[src/rtl/lfh_pkg.sv]
package lfh_pkg;
  localparam int NIB_W = 4;

  typedef enum logic [1:0] {
    ST_IDLE,
    ST_FWH_SEL,
    ST_LPC_TYPE,
    ST_ADDR
  } hdr_state_t;

  localparam logic [NIB_W-1:0] START_LPC    = 4'b0000;
  localparam logic [NIB_W-1:0] START_FWH_RD = 4'b1101;
  localparam logic [NIB_W-1:0] START_FWH_WR = 4'b1110;
  localparam logic [2:0]       TYPE_MEM_RD  = 3'b010;
  localparam logic [2:0]       TYPE_MEM_WR  = 3'b011;
endpackage

[src/rtl/lfh_start_decode.sv]
module lfh_start_decode
  import lfh_pkg::*;
(
  input  logic [NIB_W-1:0] nib,
  input  logic             lpc_en,
  input  logic             fwh_en,
  output logic             go_lpc,
  output logic             go_fwh,
  output logic             fwh_wr
);
  always_comb begin
    go_lpc = lpc_en && (nib == START_LPC);
    go_fwh = fwh_en && ((nib == START_FWH_RD) || (nib == START_FWH_WR));
    fwh_wr = (nib == START_FWH_WR);
  end
endmodule

[src/rtl/lfh_addr_shift.sv]
module lfh_addr_shift #(
  parameter int ADDR_W = 32,
  parameter int NIB_W  = 4
) (
  input  logic              clk,
  input  logic              rst,
  input  logic              clr,
  input  logic              en,
  input  logic [NIB_W-1:0]  nib,
  output logic [ADDR_W-1:0] nxt
);
  logic [ADDR_W-1:0] acc;

  assign nxt = {acc[ADDR_W-NIB_W-1:0], nib};

  always_ff @(posedge clk) begin
    if (rst || clr) acc <= '0;
    else if (en)    acc <= nxt;
  end
endmodule

[src/rtl/lfh_hdr_fsm.sv]
module lfh_hdr_fsm
  import lfh_pkg::*;
#(
  parameter int FWH_NIBS = 7,
  parameter int LPC_NIBS = 8
) (
  input  logic             clk,
  input  logic             rst,
  input  logic             frame_n,
  input  logic [NIB_W-1:0] nib,
  input  logic             go_lpc,
  input  logic             go_fwh,
  input  logic             fwh_wr,
  input  logic [NIB_W-1:0] dev_id,
  output logic             shift_clr,
  output logic             shift_en,
  output logic             done,
  output logic             cur_fwh,
  output logic             cur_wr,
  output logic [NIB_W-1:0] cur_dsel
);
  localparam int CNT_W = $clog2(LPC_NIBS + 1);

  hdr_state_t       state;
  logic [CNT_W-1:0] cnt;

  assign shift_clr = !frame_n;
  assign shift_en  = frame_n && (state == ST_ADDR);
  assign done      = shift_en && (cnt == CNT_W'(1));

  always_ff @(posedge clk) begin
    if (rst) begin
      state    <= ST_IDLE;
      cnt      <= '0;
      cur_fwh  <= 1'b0;
      cur_wr   <= 1'b0;
      cur_dsel <= '0;
    end else if (!frame_n) begin
      cnt      <= '0;
      cur_dsel <= '0;
      if (go_fwh) begin
        state   <= ST_FWH_SEL;
        cur_fwh <= 1'b1;
        cur_wr  <= fwh_wr;
      end else if (go_lpc) begin
        state   <= ST_LPC_TYPE;
        cur_fwh <= 1'b0;
        cur_wr  <= 1'b0;
      end else begin
        state <= ST_IDLE;
      end
    end else begin
      case (state)
        ST_FWH_SEL: begin
          if (nib == dev_id) begin
            state    <= ST_ADDR;
            cnt      <= CNT_W'(FWH_NIBS);
            cur_dsel <= nib;
          end else begin
            state <= ST_IDLE;
          end
        end
        ST_LPC_TYPE: begin
          if (nib[3:1] == TYPE_MEM_RD || nib[3:1] == TYPE_MEM_WR) begin
            state  <= ST_ADDR;
            cnt    <= CNT_W'(LPC_NIBS);
            cur_wr <= nib[1];
          end else begin
            state <= ST_IDLE;
          end
        end
        ST_ADDR: begin
          cnt <= cnt - CNT_W'(1);
          if (cnt == CNT_W'(1)) state <= ST_IDLE;
        end
        default: state <= ST_IDLE;
      endcase
    end
  end

  // the nibble counter stays inside the longest header while addressing
  assert_cnt_range_R7: assert property (@(posedge clk) disable iff (rst)
    (state == ST_ADDR) |-> (cnt >= CNT_W'(1) && cnt <= CNT_W'(LPC_NIBS)));

  // a low strobe never leaves the machine in the address phase
  assert_frame_restart_R9: assert property (@(posedge clk) disable iff (rst)
    !frame_n |=> (state != ST_ADDR));

  // a type nibble outside the memory group drops back to idle
  assert_bad_type_R6: assert property (@(posedge clk) disable iff (rst)
    (frame_n && state == ST_LPC_TYPE && nib[3:2] != 2'b01) |=> (state == ST_IDLE));
endmodule

[src/rtl/lpc_fwh_hdr_dec.sv]
module lpc_fwh_hdr_dec
  import lfh_pkg::*;
#(
  parameter int ADDR_W   = 32,
  parameter int FWH_NIBS = 7,
  parameter int LPC_NIBS = 8
) (
  input  logic              clk,
  input  logic              rst,
  input  logic              frame_n,
  input  logic [3:0]        bus_nib,
  input  logic [1:0]        proto_sel,
  input  logic [3:0]        dev_id,
  output logic              hdr_valid,
  output logic              is_fwh,
  output logic              is_write,
  output logic [3:0]        dsel,
  output logic [ADDR_W-1:0] addr
);
  logic go_lpc, go_fwh, fwh_wr;
  logic shift_clr, shift_en, done, cur_fwh, cur_wr;
  logic [NIB_W-1:0]  cur_dsel;
  logic [ADDR_W-1:0] addr_nxt;

  lfh_start_decode u_start (
    .nib(bus_nib), .lpc_en(proto_sel[0]), .fwh_en(proto_sel[1]),
    .go_lpc(go_lpc), .go_fwh(go_fwh), .fwh_wr(fwh_wr)
  );

  lfh_hdr_fsm #(.FWH_NIBS(FWH_NIBS), .LPC_NIBS(LPC_NIBS)) u_fsm (
    .clk(clk), .rst(rst), .frame_n(frame_n), .nib(bus_nib),
    .go_lpc(go_lpc), .go_fwh(go_fwh), .fwh_wr(fwh_wr), .dev_id(dev_id),
    .shift_clr(shift_clr), .shift_en(shift_en), .done(done),
    .cur_fwh(cur_fwh), .cur_wr(cur_wr), .cur_dsel(cur_dsel)
  );

  lfh_addr_shift #(.ADDR_W(ADDR_W), .NIB_W(NIB_W)) u_shift (
    .clk(clk), .rst(rst), .clr(shift_clr), .en(shift_en),
    .nib(bus_nib), .nxt(addr_nxt)
  );

  always_ff @(posedge clk) begin
    if (rst) begin
      hdr_valid <= 1'b0;
      is_fwh    <= 1'b0;
      is_write  <= 1'b0;
      dsel      <= '0;
      addr      <= '0;
    end else begin
      hdr_valid <= done;
      if (done) begin
        is_fwh   <= cur_fwh;
        is_write <= cur_wr;
        dsel     <= cur_dsel;
        addr     <= addr_nxt;
      end
    end
  end

  // every header is longer than one clock, so pulses never touch
  assert_single_pulse_R10: assert property (@(posedge clk) disable iff (rst)
    hdr_valid |=> !hdr_valid);

  // fields move only together with a pulse
  assert_fields_stable_R10: assert property (@(posedge clk) disable iff (rst)
    !hdr_valid |-> ($stable(addr) && $stable(dsel) && $stable(is_fwh) && $stable(is_write)));

  // a firmware-hub address is zero-extended
  assert_fwh_addr_width_R4: assert property (@(posedge clk) disable iff (rst)
    (hdr_valid && is_fwh) |-> (addr[ADDR_W-1:ADDR_W-4] == 4'h0));

  // LPC headers carry no device-select value
  assert_lpc_no_dsel_R3: assert property (@(posedge clk) disable iff (rst)
    (hdr_valid && !is_fwh) |-> (dsel == 4'h0));
endmodule

[config.mk]
export PLATFORM = sky130hd
export DESIGN_NAME = lpc_fwh_hdr_dec
export DESIGN_NICKNAME = d
export VERILOG_FILES = /design/src/rtl/lfh_pkg.sv /design/src/rtl/lfh_start_decode.sv /design/src/rtl/lfh_addr_shift.sv /design/src/rtl/lfh_hdr_fsm.sv /design/src/rtl/lpc_fwh_hdr_dec.sv
export SDC_FILE = /design/constraint.sdc
export NUM_CORES = 1
export LEC_CHECK = 0
export BUFFER_PORTS_ARGS = -buffer_cell sky130_fd_sc_hd__buf_2
export CORE_ASPECT_RATIO = 1.4
export CORE_UTILIZATION = 47
export CTS_CLUSTER_DIAMETER = 100
export CTS_CLUSTER_SIZE = 40
export DETAILED_ROUTE_END_ITERATION = 12
export PLACE_DENSITY = 0.68
export SYNTH_ARGS = -nofsm -noshare
export SYNTH_HDL_FRONTEND = slang
export SYNTH_HIERARCHICAL = 1
export SYNTH_SLANG_ARGS = --single-unit
[constraint.sdc]
create_clock -name clk -period 4 [get_ports clk]
set_input_delay 0.4 -clock clk [delete_from_list [all_inputs] [get_ports clk]]
set_output_delay 0.4 -clock clk [all_outputs]
set_load 0.05 [all_outputs]
==> impl_metrics.yaml <==
cts:
  clk_latency_ns: 0.35
  cts_tree: "yes"
  clock-sinks: 79
  clk_pin_slew_worst_paths_ns: 0.08
  cts_buffer_depth: 2
  post_cts_buffers: 0
  ctsResizeCount: 0
  root_buffer: "clkbuf_8"
  htreeDepth: 3
  cts_buffers: 9
  hold_buffers: 0
worst_setup_path:
  endpoint_kind: "register"
  crit_type: "reg -> reg"
  crit_chain: "inv_1, ha_1, or3b_2, nor2_4, buf_4, mux2i_1, nor2_1"
  cp.required_ns: 4.21
  slowest_delay_ns: 0.49
  crit_path_max_fanout: 25
  worst-path-buf-inv: 2
  critPathTopFamily: "simple AND/OR/NAND/NOR gates"
  critPathSlowestCell: "or3b_2"
  critical_path_arrival_ns: 2.70
  cp-start-kind: "register"
layout:
  diodes: 0
  fin_area_um2: 3740
  layout_common_cells: "dfxtp_1, nor2_1, mux2i_1"
  layout-drive-gt1-share_pct: 20.8
  multi_input_area_um2: 1540
  fin_util_pct: 53.9
  final-seq-area_um2: 1580
  layout.cells.most_common: "dfxtp_1"
  fillers: 669
  area_growth_pct: 11.9
  layoutNonFillerInstCount: 470
  layout.nets: 389
global_route:
  antenna_found_initial: 0
  grt_max_degree: 46
  grt_usage_pct: 19.2
  grt_pass1_wl_mm: 11.0
  grt_pass1_vias: 2325
  overflow: 0
min_path:
  hp-class: "in -> reg"
synthesis:
  syn-mean-instance-area_um2: 10.2
  synthCells: 329
  yosys.area.top_type: "dfxtp_1"
  syn-num-nets: 348
  syn_area_um2: 3340
  ys_seq_area_share_pct: 47.4
  synth_cell_types: 42
  ys_ff_latch: 79
  yosys_warnings: 6
  synth_top_area_share_pct: 47.4
  synthTopCellsByArea: "dfxtp_1, mux2i_1, nor2_1"
power:
  ir_drop_mv: 0.218
  internal_power_uw: 1110
  pwr_density_cell_nw_per_um2: 388
  clkPwrFrac_pct: 41.8
  switching_power_uw: 338
  total_leakage_power_uw: 0.00136
  swShare_pct: 23.3
  p_seq_share_pct: 54.3
  p_comb_share_pct: 3.8
route:
  drtIter0Drc: 145
  ant_nets: 0
  wl_per_cell_um: 13.4
  firstDrtPassIters: 4
  viasPerCell: 5.05
  routed_wirelength_mm: 6.30
  drc: 0
  dr_total_vias: 2374
floorplan:
  io_pins: 52
  rows: 36
  die_w_um: 73.2
  die_h_um: 102
  die_area_um2: 7450
  initial_core_util_pct: 48.1
  core_area_um2: 6940
place:
  place_ws_ns: 1.48
  gp_congestion: 0.934
  port-buffer-count: 51
  dp.final_hpwl_mm: 4.23
  place_inst: 454
  place_area_um2: 3530
outcome:
  run_status: "complete, no violations"
timing:
  tightest_slew_ns: 0.967
  slew_headroom_pct: 35.5
  post-route-min-period_ns: 2.49
  fmax_ghz: 0.402
  finalCritPeriodShare_pct: 62.2
  finalClockSkew_ns: 0.00736
  tns_ns: 0
  setup_ws_ns: 1.51
  hold_viol_final: 0
  slew_violations: 0
  setup_viol: 0
  grt_setup_unrepaired: "false"
flow_run:
  maxCapViolCount: 0
-- tightest hold or removal path, cell delays in order --
cell and delay [ns]:
buf_2 0.18, nand3_1 0.09, a21oi_1 0.05
-- final timing paths --
path / from / to / slack [ns] / cells after the start
worst max-delay path: u_fsm/cnt[1] / addr[25] / 1.51 / 7
worst min-delay path: bus_nib[0] / u_fsm/cur_dsel[0] / 0.43 / 3
worst max register to register: u_fsm/cnt[1] / addr[25] / 1.51 / 7
worst min register to register: u_fsm/cur_dsel[2] / u_fsm/cur_dsel[2] / 0.49 / 2
-- state kept, by name (all words and copies together), names as in the netlist --
signal,count
u_fsm/state,2
u_fsm/cnt,4
u_fsm/cur_dsel,4
is_write,1
u_fsm/cur_wr,1
hdr_valid,1
dsel,4
is_fwh,1
u_shift/acc,28
addr,32
u_fsm/cur_fwh,1
-- through the flow --
step,hold slack (ns),power (uW)
floorplan,0.454,848
global placement,0.466,861
detailed placement,0.477,862
CTS,0.413,1470
global route,0.460,1510
finish,0.425,1450
-- cell type report --
| cell class | count | share of cell area, % |
|---|---|---|
| sequential | 79 | 42.3 |
| multi-input combinational | 220 | 41.1 |
| timing repair buffer | 53 | 7.23 |
| clock buffer | 10 | 3.68 |
| tap | 95 | 3.18 |
| clock inverter | 6 | 1.81 |
| inverter | 7 | 0.703 |
-- cells by family (layout without fill, tap and decap cells) --
| group | count (synthesis) | in the layout | synth area share, % |
|---|---|---|---|
| AOI/OAI and AO/OA | 32 | 32 | 6.18 |
| xor gates and xnor gates | 9 | 9 | 2.81 |
| adders and majority gates | 6 | 6 | 2.25 |
| buffers and inverters | 30 | 76 | 6.89 |
| DFF | 79 | 79 | 47.4 |
| muxes | 66 | 66 | 19.8 |
| and+or+nand+nor | 107 | 107 | 14.7 |
-- synthesized netlist by cell type, drive strengths merged --
cell type	n
nor2	74
nor4	3
o41ai	2
nor2b	4
a22oi	1
clkbuf	5
xor2	4
nor3b	1
a211oi	3
nand3	9
nor3	1
nand4	1
nand3b	1
or2	2
ha	6
buf	18
a211o	1
o31a	1
nand2	5
xnor2	5
a41oi	1
o21ai	5
dfxtp	79
and4b	1
inv	7
a21oi	13
or3b	1
a21o	1
or4	1
o31ai	2
nand2b	3
mux2i	66
o22ai	2
-- power by group through the flow --
| stage | sequential (uW) | clock [uW] | combinational, uW |
|---|---|---|---|
| after floorplan | 806 | 0 | 41.3 |
| after global placement | 807 | 0 | 54.7 |
| after detailed placement | 807 | 0 | 55.6 |
| after CTS | 788 | 627 | 55.8 |
| after global routing | 789 | 656 | 61.5 |
| final | 788 | 607 | 55.4 |
-- layer usage --
metal  vias to the layer above  share of wire, %  wire length (um)  global-route usage (%)
li1                       1192                 -                 -                       -
met1                      1117                46              2900                    23.8
met2                        52                48              3040                    31.5
met3                        13               3.3               210                    4.18
met4                         0               2.3               148                    8.75
met5                         -                 0                 0                       0
No activity file was read; power rests on OpenSTA's default activity.
